## config.mk

```make
export PLATFORM = sky130hd
export DESIGN_NAME = bus_hold_arbiter
export DESIGN_NICKNAME = d
export VERILOG_FILES = /design/src/rtl/arb_pkg.sv /design/src/rtl/hold_sync.sv /design/src/rtl/arb_ctrl.sv /design/src/rtl/arb_datapath.sv /design/src/rtl/bus_hold_arbiter.sv
export SDC_FILE = /design/constraint.sdc
export NUM_CORES = 1
export LEC_CHECK = 0
export BUFFER_PORTS_ARGS = -buffer_cell sky130_fd_sc_hd__buf_2
export CORE_AREA = 2 2 39 41
export DETAILED_ROUTE_END_ITERATION = 16
export DIE_AREA = 0 0 41 43
export PLACE_DENSITY = 0.56
export RECOVER_POWER = 100
export SLEW_MARGIN = 10
export SYNTH_ARGS = -nofsm -noshare
export SYNTH_HDL_FRONTEND = slang
export SYNTH_SLANG_ARGS = --single-unit
export TNS_END_PERCENT = 20
```

## constraint.sdc

```tcl
create_clock -name clk -period 0.91 [get_ports clk]
set_input_delay 0.0455 -clock clk [delete_from_list [all_inputs] [get_ports clk]]
set_output_delay 0.0455 -clock clk [all_outputs]
set_load 0.01 [all_outputs]
```

## src/rtl/arb_pkg.sv

```systemverilog
package arb_pkg;
  typedef enum logic [1:0] {
    ST_RUN    = 2'd0,
    ST_DRAIN  = 2'd1,
    ST_GRANT  = 2'd2,
    ST_REGAIN = 2'd3
  } arbState_t;

  typedef struct packed {
    logic setBlock;
    logic clrBlock;
    logic setGrant;
    logic endGrant;
    logic clrFloat;
    logic loadGap;
  } arbStrobe_t;
endpackage

```

## src/rtl/hold_sync.sv

```systemverilog
module hold_sync #(
  parameter int STAGES = 2
) (
  input  logic clk,
  input  logic rstN,
  input  logic asyncIn,
  output logic syncOut
);
  logic [STAGES-1:0] chain;

  genvar gi;
  generate
    for (gi = 0; gi < STAGES; gi++) begin : g_stage
      if (gi == 0) begin : g_first
        always_ff @(posedge clk or negedge rstN) begin
          if (!rstN) chain[0] <= 1'b0;
          else       chain[0] <= asyncIn;
        end
      end else begin : g_next
        always_ff @(posedge clk or negedge rstN) begin
          if (!rstN) chain[gi] <= 1'b0;
          else       chain[gi] <= chain[gi-1];
        end
      end
    end
  endgenerate

  assign syncOut = chain[STAGES-1];
endmodule

```

## src/rtl/arb_ctrl.sv

```systemverilog
module arb_ctrl
  import arb_pkg::*;
(
  input  logic       clk,
  input  logic       rstN,
  input  logic       holdSync,
  input  logic       cycleBusy,
  input  logic       gapDone,
  output arbStrobe_t strobe,
  output arbState_t  stateQ
);
  arbState_t stateD;

  always_comb begin
    stateD = stateQ;
    strobe = '0;
    unique case (stateQ)
      ST_RUN: begin
        if (holdSync) begin
          stateD          = ST_DRAIN;
          strobe.setBlock = 1'b1;
        end
      end
      ST_DRAIN: begin
        if (!holdSync) begin
          stateD          = ST_RUN;
          strobe.clrBlock = 1'b1;
        end else if (!cycleBusy) begin
          stateD          = ST_GRANT;
          strobe.setGrant = 1'b1;
        end
      end
      ST_GRANT: begin
        if (!holdSync) begin
          stateD          = ST_REGAIN;
          strobe.endGrant = 1'b1;
          strobe.loadGap  = 1'b1;
        end
      end
      ST_REGAIN: begin
        if (gapDone) begin
          stateD          = ST_RUN;
          strobe.clrFloat = 1'b1;
          strobe.clrBlock = 1'b1;
        end
      end
      default: stateD = ST_RUN;
    endcase
  end

  always_ff @(posedge clk or negedge rstN) begin
    if (!rstN) stateQ <= ST_RUN;
    else       stateQ <= stateD;
  end


  grant_needs_idle_chk: assert property (@(posedge clk) disable iff (!rstN)
    (stateQ == ST_GRANT && $past(stateQ) == ST_DRAIN) |-> $past(!cycleBusy));


  drain_exit_chk: assert property (@(posedge clk) disable iff (!rstN)
    (stateQ == ST_DRAIN && !holdSync) |=> stateQ == ST_RUN);
endmodule

```

## src/rtl/arb_datapath.sv

```systemverilog
module arb_datapath
  import arb_pkg::*;
#(
  parameter int REGAIN_GAP = 1
) (
  input  logic       clk,
  input  logic       rstN,
  input  arbStrobe_t strobe,
  input  logic       accessPending,
  output logic       gapDone,
  output logic       ackQ,
  output logic       floatQ,
  output logic       busReqQ,
  output logic       blockQ
);
  localparam int GAP_W = (REGAIN_GAP < 2) ? 1 : $clog2(REGAIN_GAP);
  localparam logic [GAP_W-1:0] GAP_LOAD = GAP_W'(REGAIN_GAP - 1);

  logic [GAP_W-1:0] gapCnt;

  always_ff @(posedge clk or negedge rstN) begin
    if (!rstN) begin
      ackQ    <= 1'b0;
      floatQ  <= 1'b0;
      busReqQ <= 1'b0;
      blockQ  <= 1'b0;
      gapCnt  <= '0;
    end else begin
      if (strobe.setGrant)      ackQ <= 1'b1;
      else if (strobe.endGrant) ackQ <= 1'b0;

      if (strobe.setGrant)      floatQ <= 1'b1;
      else if (strobe.clrFloat) floatQ <= 1'b0;

      if (strobe.setBlock)      blockQ <= 1'b1;
      else if (strobe.clrBlock) blockQ <= 1'b0;

      if (strobe.endGrant || !ackQ) busReqQ <= 1'b0;
      else                          busReqQ <= accessPending;

      if (strobe.loadGap)   gapCnt <= GAP_LOAD;
      else if (gapCnt != 0) gapCnt <= gapCnt - 1'b1;
    end
  end

  assign gapDone = (gapCnt == '0);


  float_covers_ack_chk: assert property (@(posedge clk) disable iff (!rstN)
    ackQ |-> floatQ);


  req_only_granted_chk: assert property (@(posedge clk) disable iff (!rstN)
    busReqQ |-> ackQ);


  ack_before_drive_chk: assert property (@(posedge clk) disable iff (!rstN)
    $fell(floatQ) |-> (!ackQ && $past(!ackQ)));


  block_covers_float_chk: assert property (@(posedge clk) disable iff (!rstN)
    floatQ |-> blockQ);
endmodule

```

## src/rtl/bus_hold_arbiter.sv

```systemverilog
module bus_hold_arbiter
  import arb_pkg::*;
#(
  parameter int SYNC_STAGES = 2,
  parameter int REGAIN_GAP  = 1
) (
  input  logic clk,
  input  logic rstN,
  input  logic holdReq,
  input  logic accessPending,
  input  logic cycleBusy,
  output logic holdAck,
  output logic busReq,
  output logic floatEn,
  output logic blockCycles
);
  logic       holdSync;
  logic       gapDone;
  arbStrobe_t strobe;
  arbState_t  stateQ;

  hold_sync #(.STAGES(SYNC_STAGES)) u_sync (
    .clk(clk), .rstN(rstN), .asyncIn(holdReq), .syncOut(holdSync)
  );

  arb_ctrl u_ctrl (
    .clk(clk), .rstN(rstN), .holdSync(holdSync), .cycleBusy(cycleBusy),
    .gapDone(gapDone), .strobe(strobe), .stateQ(stateQ)
  );

  arb_datapath #(.REGAIN_GAP(REGAIN_GAP)) u_dp (
    .clk(clk), .rstN(rstN), .strobe(strobe), .accessPending(accessPending),
    .gapDone(gapDone), .ackQ(holdAck), .floatQ(floatEn),
    .busReqQ(busReq), .blockQ(blockCycles)
  );


  ack_after_idle_chk: assert property (@(posedge clk) disable iff (!rstN)
    $rose(holdAck) |-> $past(!cycleBusy));


  ack_held_chk: assert property (@(posedge clk) disable iff (!rstN)
    (holdAck && holdSync) |=> holdAck);
endmodule

```

==> run_results.csv, run 1 <==
group,metric,value,unit
sta,timing.fmax,1050,MHz
power_and_ir_drop,p_switching,0.454,mW
clock_network,tritoncts,"built",
synthesis,synth_compound_area_share,11.3,%
sta,worst-slew-pin-transition,0.430,ns
synthesis,synth-adder-area-share,3.64,%
route,detail_route.vias_per_cell,4.26,
global_route,grt_pass1_vias,232,
power_and_ir_drop,netSwitchingFraction,32.4,%
sta,timing.final.setup_violations,2,
finish,post-route-cell-area,457,um^2
power_and_ir_drop,share_clk_of_total_power,18.7,%
power_and_ir_drop,power_report.internal_total,0.946,mW
min_path,min_path_cells,3,
finish,commonest_non_fill_non_tap_cells_in_the_layout,"dfrtp_1, buf_4, clkbuf_1",
placed_design,port-buffer-count,8,
min_path,timing.hold.worst.class,"input port to flip-flop",
synthesis,mappedNetlistNets,29,
critical_path,cp.required,1.04,ns
power_and_ir_drop,leakage,0.223,nW
clock_network,cts.htree.levels,1,
placed_design,place_ws,-0.0457,ns
synthesis,sequential_to_total_area_share_from_yosys_stat,64.8,%
placed_design,place_area,404,um^2
sta,fin_tns_setup,-0.0394,ns
sta,hold_viol,0,
die,fp-row-count,14,
placed_design,hpwl,419,um
clock_network,clock_path_buffers,2,
critical_path,arrival,1.08,ns
clock_network,clk_root_buffer_cell,"clkbuf_4",
route,drt_first_iter_violations,1,
route,totalWireLength,601,um
power_and_ir_drop,fin_total_pwr,1.40,mW
finish,nets,49,
synthesis,synth_warnings,0,
clock_network,clock-sinks,8,
critical_path,critPathLaunchType,"flip-flop",
outcome,violations,"negative setup slack",
synthesis,synthesis.instances,24,
sta,min_period_over_period,104,%
finish,synthToLayoutAreaGrowth,47.8,%
power_and_ir_drop,power.share.sequential,43.8,%
power_and_ir_drop,power_frac_comb,37.5,%
global_route,first_pass_grt_wire_length,1010,um
finish,num-fill-cells,135,
die,die_height,43,um
critical_path,worstPathMaxFanout,4,
power_and_ir_drop,vdd_drop_max,0.903,mV
synthesis,synth.cell_area,309,um^2
die,start_util,22.3,%
synthesis,main_combinational_cell_family_by_area_after_synthesis,"simple AND/OR/NAND/NOR gates",
route,drt_first_pass_iters,2,
global_route,largest_net_degree_at_the_start_of_global_routing,9,
synthesis,yosys-mux-area-fraction,0,%
sta,layout_min_cycle_time,0.949,ns
placed_design,place_inst,52,
critical_path,depth_of_the_worst_register_to_register_path,2,
clock_network,clkSlewWorstSetupHoldPaths,0.05,ns
sta,grt_setup_unrepaired,"yes",
synthesis,synth_xor_xnor_area_share,2.83,%
sta,timing.final.max_slew_violations,0,
synthesis,yosys.area_share.simple,13.8,%
die,area_of_the_core_region,1380,um^2
die,die_area,1760,um^2
power_and_ir_drop,power_per_cell_area,3070,nW/um^2
synthesis,postSynthAreaPerCell,12.9,um^2
finish,final_common_cell,"dfrtp_1",
finish,final_cell_count_no_fill,58,
route,drc,0,
finish,final_core_utilization,33.0,%
global_route,grt.total_usage,9.62,%
die,die-width,41,um
placed_design,gp_congestion,0.672,
job,max-cap-violations,0,
clock_network,cts-buffers-inserted,3,
route,ant_nets,0,
outcome,outcome,"complete, but fails checks",
sta,worst_hold_slack,0.0241,ns
sta,timing.slew.headroom,71.4,%
sta,max_clock_skew,0.00419,ns
critical_path,critical_path_class,"flip-flop to flip-flop",
global_route,grt_antenna_before_repair,0,
clock_network,clk_latency,0.25,ns
global_route,globalRoute.totalOverflow,0,
finish,antenna_cells,0,
synthesis,synth-seq-cells,8,
synthesis,synth.distinct_cells,14,
critical_path,crit_path_end_kind,"flip-flop",
sta,setup_ws_final,-0.0392,ns
finish,drive_above_1_share,38.1,%
die,num_io_pins,9,
route,routed-via-count,247,
route,detail_route.wl_per_cell,10.4,um
cell type report:
class | count | area [um^2] | share of cell area, %
multi-input combinational | 13 | 109 | 23.8
inverter | 3 | 11.3 | 2.47
tap | 16 | 20.0 | 4.38
timing repair buffer | 15 | 92.6 | 20.3
clock buffer | 3 | 22.5 | 4.93
sequential | 8 | 201 | 44.1
cell families (layout without fill, tap and decap cells):
| logic type | count (synthesis) | in the layout |
|---|---|---|
| AO/OA/AOI/OAI | 5 | 5 |
| XOR/XNOR | 1 | 1 |
| adder cells (fa/ha/maj) | 1 | 1 |
| buffers and inverters | 3 | 21 |
| flip-flops | 8 | 8 |
| AND/OR/NAND/NOR | 6 | 6 |
power groups by stage:
stage	Sequential, mW	Combinational [mW]	Clock [mW]
floorplan	0.634	0.212	0
global placement	0.607	0.473	0
detailed placement	0.608	0.476	0
CTS	0.608	0.488	0.281
global route	0.637	0.586	0.306
finish	0.613	0.526	0.261
synth_stat cells:
cell,number,share of area [%]
dfrtp_1,8,65
o211ai_1,1,2.4
nand4bb_1,1,3.6
inv_1,3,3.6
nand2_1,2,2.4
a2bb2oi_1,1,2.8
xor2_1,1,2.8
and3b_1,1,2.8
o21ai_1,1,1.6
a22o_1,1,2.8
nor2b_2,1,2.8
a21oi_1,1,1.6
nor2b_1,1,2.0
maj3_2,1,3.6
final timing paths:
kind	slack, ns	startpoint	endpoint
hold reg to reg	0.35	u_sync.chain[0]	u_sync.syncOut
hold / removal	0.02	accessPending	u_dp.busReqQ
max in group asynchronous	0.35	rstN	asynchronous set/reset pin
setup / recovery	-0.04	u_sync.syncOut	u_dp.blockQ
setup reg to reg	-0.04	u_sync.syncOut	u_dp.blockQ
min in group asynchronous	0.24	rstN	u_dp.ackQ
what timing repair did:
| item | in CTS | in global routing |
|---|---|---|
| endpoints found under the setup margin | 3 | 5 |
| hold endpoints to repair | 9 | 0 |
| hold buffers | 2 | 0 |
| setup buffers | 0 | 1 |
| pin swaps | 1 | 0 |
| resized for setup | 1 | 1 |
critical path, cell delays in order, from the launching register on:
cell	delay, ns
dfrtp_1	0.40
nor2b_4	0.14
maj3_2	0.29
routing by layer:
| layer | vias to the layer above | track usage [%] | wire length, um |
|---|---|---|---|
| met1 | 117 | 11.2 | 264 |
| met3 | 0 | 7.85 | 54 |
| li1 | 119 | - | - |
| met5 | - | 0 | 0 |
| met2 | 11 | 11.6 | 282 |
| met4 | 0 | 6.00 | 0 |
Note: power is estimated with default switching activity, not from simulation.
==> run 2: changes to the inputs <==
--- a/config.mk
+++ b/config.mk
@@ -11,6 +11,8 @@
 export DIE_AREA = 0 0 41 43
 export PLACE_DENSITY = 0.56
 export RECOVER_POWER = 100
+export REMOVE_ABC_BUFFERS = 1
+export SETUP_SLACK_MARGIN = 0.15
 export SLEW_MARGIN = 10
 export SYNTH_ARGS = -nofsm -noshare
 export SYNTH_HDL_FRONTEND = slang
==> run 2 against run 1 <==
- the flow still finishes with violations (negative setup slack)
- die area is the same
- utilization increased by 0.090 points
- non-clock buffer count unchanged
- global-route usage up 0.27 points
- wire length fell by 2.0%
- combinational power shrank 8.2%
- sequential power down 2%
- sequential share of layout area is 0.12 points lower
- cell area increased by 0.27%
- flip-flop and latch count unchanged
- first-iteration DRC count rose to 4.0 times the previous value
- worst setup slack improved by 0.0083 ns
- critical path type unchanged
- critical endpoint is now u_ctrl.stateQ[0]
- largest power group unchanged
==> run_results.csv, run 2 (synthesized netlist as in run 1, its figures left out) <==
group,metric,value,unit
outcome,outcome,"complete, but fails checks",
outcome,violations,"negative setup slack",
clock_network,tritoncts,"built",
clock_network,clkSlewWorstSetupHoldPaths,0.05,ns
die,num_io_pins,9,
placed_design,place_ws,-0.0485,ns
finish,drive_above_1_share,40.5,%
die,area_of_the_core_region,1380,um^2
critical_path,timing.rr.start,"u_sync.syncOut",
min_path,hp-start,"accessPending",
job,max-cap-violations,0,
critical_path,rrSetupSlack,-0.03,ns
finish,final_core_utilization,33.1,%
sta,timing.final.max_slew_violations,0,
power_and_ir_drop,power_per_cell_area,2950,nW/um^2
power_and_ir_drop,vdd_drop_max,1.11,mV
route,detail_route.vias_per_cell,4.22,
route,met2WireLength,246,um
clock_network,clk_root_buffer_cell,"clkbuf_4",
global_route,largest_net_degree_at_the_start_of_global_routing,9,
sta,layout_min_cycle_time,0.941,ns
critical_path,depth_of_the_worst_register_to_register_path,3,
critical_path,critPathLaunchType,"flip-flop",
global_route,grt.total_usage,9.89,%
clock_network,cts.htree.levels,1,
sta,fin_tns_setup,-0.0595,ns
min_path,timing.hold.worst.class,"input port to flip-flop",
critical_path,worstPathMaxFanout,3,
min_path,min_path_cells,3,
route,met3WireLength,68,um
finish,synthToLayoutAreaGrowth,48.2,%
sta,timing.final.setup_violations,3,
finish,nets,49,
die,die-width,41,um
placed_design,hpwl,426,um
power_and_ir_drop,leakage,0.225,nW
route,m1WireLength,268,um
route,drt_first_pass_iters,2,
critical_path,crit_path_cell_trace,"buf_6, xor2_1, a22o_1",
sta,hold_viol,0,
sta,max_clock_skew,0.00379,ns
critical_path,r2r_end,"u_ctrl.stateQ[0]",
global_route,grt_antenna_before_repair,0,
global_route,grt_pass1_vias,248,
route,totalWireLength,589,um
sta,timing.fmax,1060,MHz
critical_path,crit_slowest_cell,"dfrtp_1",
route,top_layer_used,"met4",
finish,final_common_cell,"dfrtp_1",
sta,min_period_over_period,103,%
route,drc,0,
placed_design,gp_congestion,0.699,
sta,timing.slew.headroom,72.1,%
critical_path,critical-path-max-stage-delay,0.39,ns
sta,setup_ws_final,-0.0309,ns
sta,grt_setup_unrepaired,"yes",
global_route,globalRoute.totalOverflow,0,
die,fp-row-count,14,
finish,final_cell_count_no_fill,58,
placed_design,place_inst,52,
finish,antenna_cells,0,
finish,commonest_non_fill_non_tap_cells_in_the_layout,"dfrtp_1, buf_2, buf_4",
clock_network,clock-sinks,8,
min_path,min_to,"u_dp.busReqQ",
critical_path,arrival,1.08,ns
route,routed-via-count,245,
die,start_util,22.3,%
critical_path,cp.required,1.05,ns
die,die_height,43,um
critical_path,crit_path_end_kind,"flip-flop",
clock_network,cts-buffers-inserted,3,
placed_design,port-buffer-count,8,
critical_path,critical_path_class,"flip-flop to flip-flop",
route,ant_nets,0,
clock_network,clk_latency,0.25,ns
route,detail_route.wl_per_cell,10.2,um
die,die_area,1760,um^2
route,drt_first_iter_violations,4,
global_route,first_pass_grt_wire_length,1070,um
clock_network,clock_path_buffers,2,
sta,worst-slew-pin-transition,0.418,ns
run 2: cell count changes in the layout (fill, tap and decap cells not counted):
cell / delta
buf_2: +1
a2bb2oi_2: -1
a2bb2oi_1: +1
buf_4: -1
nor2b_2: +1
clkbuf_1: -1
buf_6: +1
nor2b_1: -1
run 2: power breakdown:
part | internal (mW) | switching, mW
clock | 0.151 | 0.118
sequential | 0.488 | 0.114
combinational | 0.280 | 0.203
run 2: worst max-delay path, delay by kind of cell, from the launching register on:
family                 cells  cell delay [ns]
buffers and inverters      1             0.13
AO/OA/AOI/OAI              1             0.18
flip-flops                 1             0.39
XOR/XNOR                   1             0.13
run 2: timing repair:
action / in CTS / in global routing
endpoints found under the setup margin: 10 / 10
endpoints found under the hold margin: 9 / 0
resized for setup: 3 / 2
setup buffers: 0 / 1
pin swaps: 2 / 0
cloned: 0 / 0
hold buffers: 2 / 0
run 2: worst max path at each step:
stage,startpoint,to,slack [ns],depth (start not counted)
after CTS,u_sync.syncOut,u_ctrl.stateQ[0],-0.03,3
after global routing,u_sync.syncOut,u_ctrl.stateQ[0],-0.06,3
final,u_sync.syncOut,u_ctrl.stateQ[0],-0.03,3
after detailed placement,u_sync.syncOut,u_dp.blockQ,-0.05,2
after floorplan,u_sync.syncOut,u_dp.blockQ,-0.06,2
after global placement,u_sync.syncOut,u_dp.blockQ,-0.04,2
run 2: through the flow:
step           cell area (um^2)  hold slack, ns  total power, mW
2_1_floorplan               309          -0.250            0.832
3_3_place_gp                399          -0.104             1.04
3_5_place_dp                399          -0.101             1.04
4_1_cts                     452          0.0170             1.35
5_1_grt                     458          0.0153             1.49
6_report                    458          0.0186             1.35
run 2: area by class of cell:
class,count,area [um^2]
Tap cell,16,20.0
Clock buffer,3,22.5
Timing Repair Buffer,15,97.6
Multi-Input combinational cell,13,105
Fill cell,150,926
Sequential cell,8,201
Inverter,3,11.3
run 2: layer usage:
metal | GRT usage [%] | up-vias
li1 | - | 118
met1 | 12.1 | 113
met2 | 11.6 | 12
met3 | 9.42 | 2
met4 | 4.00 | 0
met5 | 0 | -
==> run 3: changes to the inputs <==
--- a/config.mk
+++ b/config.mk
@@ -9,12 +9,13 @@
 export CORE_AREA = 2 2 39 41
 export DETAILED_ROUTE_END_ITERATION = 16
 export DIE_AREA = 0 0 41 43
-export PLACE_DENSITY = 0.56
+export PLACE_DENSITY = 0.58
 export RECOVER_POWER = 100
 export REMOVE_ABC_BUFFERS = 1
 export SETUP_SLACK_MARGIN = 0.15
 export SLEW_MARGIN = 10
 export SYNTH_ARGS = -nofsm -noshare
 export SYNTH_HDL_FRONTEND = slang
+export SYNTH_HIERARCHICAL = 1
 export SYNTH_SLANG_ARGS = --single-unit
 export TNS_END_PERCENT = 20
==> run 3 against run 2 <==
- the flow still finishes with violations (negative setup slack)
- cell area decreased by 3.0%
- worst hold slack improved by 0.039 ns
- synthesized cell count increased by 29%
- synthesized area increased by 11%
- clock power decreased by 6%
- worst setup slack got worse by 0.016 ns
- combinational power decreased by 12%
- sequential share of layout area increased by 1.6 points
- die area unchanged
- final cell count increased by 1.7%
- first-iteration DRC count decreased by 100%
- via count increased by 3.3%
- critical path type unchanged
- critical endpoint is now u_ctrl/stateQ[0]
- largest cell class unchanged
==> run_results.csv, run 3 <==
group,metric,value,unit
route,routed-via-count,253,
die,fp-row-count,14,
synthesis,synth_warnings,6,
sta,grt_setup_unrepaired,"yes",
route,drt_first_pass_iters,1,
synthesis,synth.cell_area,343,um^2
power_and_ir_drop,leakage,0.211,nW
critical_path,rrSetupSlack,-0.05,ns
sta,min_period_over_period,105,%
die,die_area,1760,um^2
global_route,largest_net_degree_at_the_start_of_global_routing,9,
sta,hold_viol,0,
synthesis,yosys.area.top_type,"dfrtp_1",
synthesis,synth_top_area_share,58.4,%
route,ant_nets,0,
finish,multi_input_area,126,um^2
sta,layout_min_cycle_time,0.957,ns
clock_network,tritoncts,"built",
synthesis,synth_area_leaders,"dfrtp_1, a21o_1, and3_1",
finish,final_common_cell,"dfrtp_1",
synthesis,synth-seq-cells,8,
clock_network,clkSlewWorstSetupHoldPaths,0.05,ns
route,totalWireLength,559,um
clock_network,clk_latency,0.24,ns
die,die_height,43,um
die,num_io_pins,9,
sta,setup_ws_final,-0.0467,ns
clock_network,cts-buffers-inserted,3,
global_route,first_pass_grt_wire_length,1040,um
clock_network,clock_path_buffers,2,
route,drc,0,
critical_path,critPathLaunchType,"flip-flop",
critical_path,arrival,1.08,ns
job,max-cap-violations,0,
finish,drive_above_1_share,25.6,%
finish,ff_latch_area,203,um^2
global_route,grt_pass1_vias,272,
finish,synthToLayoutAreaGrowth,29.6,%
global_route,globalRoute.totalOverflow,0,
power_and_ir_drop,vdd_drop_max,1.28,mV
global_route,grt_antenna_before_repair,0,
synthesis,sequential_to_total_area_share_from_yosys_stat,58.4,%
finish,commonest_non_fill_non_tap_cells_in_the_layout,"dfrtp_1, clkbuf_1",
die,die-width,41,um
placed_design,port-buffer-count,8,
synthesis,yosys.cell_count.top_type,"dfrtp_1",
finish,num-fill-cells,141,
sta,max_clock_skew,0.000650,ns
critical_path,cp.required,1.04,ns
critical_path,critical_path_class,"flip-flop to flip-flop",
clock_network,cts.htree.levels,1,
die,area_of_the_core_region,1380,um^2
critical_path,cp-startpoint,"u_ctrl/stateQ[0]",
power_and_ir_drop,power_per_cell_area,2840,nW/um^2
route,detail_route.wl_per_cell,9.47,um
sta,timing.fmax,1050,MHz
sta,worst_hold_slack,0.0580,ns
route,drt_first_iter_violations,0,
sta,timing.final.max_slew_violations,0,
global_route,grt.total_usage,8.95,%
clock_network,clock-sinks,8,
outcome,outcome,"complete, but fails checks",
finish,antenna_cells,0,
critical_path,worstPathMaxFanout,7,
die,start_util,24.8,%
finish,nets,50,
placed_design,gp_congestion,0.670,
critical_path,r2r_end,"u_ctrl/stateQ[0]",
synthesis,main_synth_ff_type,"dfrtp_1",
outcome,violations,"negative setup slack",
clock_network,clk_root_buffer_cell,"clkbuf_4",
placed_design,hpwl,447,um
synthesis,synth.distinct_cells,14,
synthesis,post_synth_most_frequent_cells,"dfrtp_1, a21o_1, and3_1, inv_1, nand2b_1",
placed_design,place_ws,-0.0809,ns
synthesis,postSynthAreaPerCell,11.1,um^2
critical_path,depth_of_the_worst_register_to_register_path,2,
critical_path,crit_path_end_kind,"flip-flop",
clock_network,post-cts-setup-buffer-count,0,
sta,timing.final.setup_violations,4,
critical_path,timing.critical_path.to,"u_ctrl/stateQ[0]",
min_path,timing.hold.worst.class,"input port to flip-flop",
finish,final_core_utilization,32.1,%
synthesis,synthesis.instances,31,
critical_path,timing.rr.start,"u_ctrl/stateQ[0]",
synthesis,number_of_synthesized_flops_with_an_enable_pin,0,
route,detail_route.vias_per_cell,4.29,
synthesis,postSynth.asyncResetShare,100,%
## run 3: cell types whose count changed after synthesis, moves of 2 or more
| cell | before | now |
|---|---|---|
| nor2_1 | 0 | 2 |
| and3_1 | 0 | 3 |
| buf_4 | 0 | 2 |
| a21o_1 | 0 | 3 |
| nand2b_1 | 0 | 3 |
## run 3: critical path, cell delays in order (launching register included)
cell and delay (ns):
dfrtp_2 0.44, nand2b_1 0.15, a32o_1 0.26
## run 3: area by class of cell
type / count / share of cell area (%)
flip-flops and latches: 8 / 45.6
multi-input cells: 18 / 28.5
repair buffers: 11 / 13.8
clock buffers: 3 / 5.07
well taps: 16 / 4.51
inverters: 3 / 2.54
## run 3: cell families after synthesis
| kind of cell | Yosys count | synth area share [%] |
|---|---|---|
| compound gates | 5 | 12.0 |
| buf+inv | 5 | 7.66 |
| flops | 8 | 58.4 |
| other cells | 1 | 1.09 |
| simple gates | 12 | 20.8 |
## run 3: what timing repair did
action	CTS	global route
endpoints found under the setup margin	10	10
endpoints found under the hold margin	9	0
pin swaps	1	0
hold buffers	2	0
gates resized for setup	4	0
cloned	0	0
## run 3: per-stage QoR
stage / setup TNS, ns / power, mW / area [um^2] / instances
final: -0.168 / 1.26 / 444 / 59
after global routing: -0.406 / 1.37 / 444 / 59
after global placement: -0.219 / 0.996 / 395 / 54
after CTS: -0.206 / 1.31 / 450 / 59
after detailed placement: -0.275 / 1.01 / 395 / 54
after floorplan: -0.0516 / 0.833 / 328 / 29
## run 3: where the power goes
group / switching (mW) / internal (mW) / total [mW] / leakage (nW)
clock network: 0.103 / 0.150 / 0.253 / 0.0138
registers: 0.0953 / 0.490 / 0.585 / 0.0938
logic: 0.196 / 0.228 / 0.424 / 0.103
total: 0.394 / 0.868 / 1.26 / 0.211
## run 3: layer usage
metal  global-route usage, %  share of wire, %  up-vias
met4                    8.00                 0        0
met3                    1.57               3.0        0
met5                       0                 0        -
met2                    13.1                56        6
li1                        -                 -      123
met1                    10.4                41      124
## run 3: worst min path at each step
| stage | cells after the start | end | start |
|---|---|---|---|
| CTS | 2 | u_dp/busReqQ | accessPending |
| global route | 2 | u_dp/busReqQ | accessPending |
| global placement | 1 | u_dp/busReqQ | rstN |
| finish | 2 | u_dp/busReqQ | accessPending |
| floorplan | 0 | asynchronous set/reset pin | rstN |
| detailed placement | 1 | u_dp/ackQ | rstN |
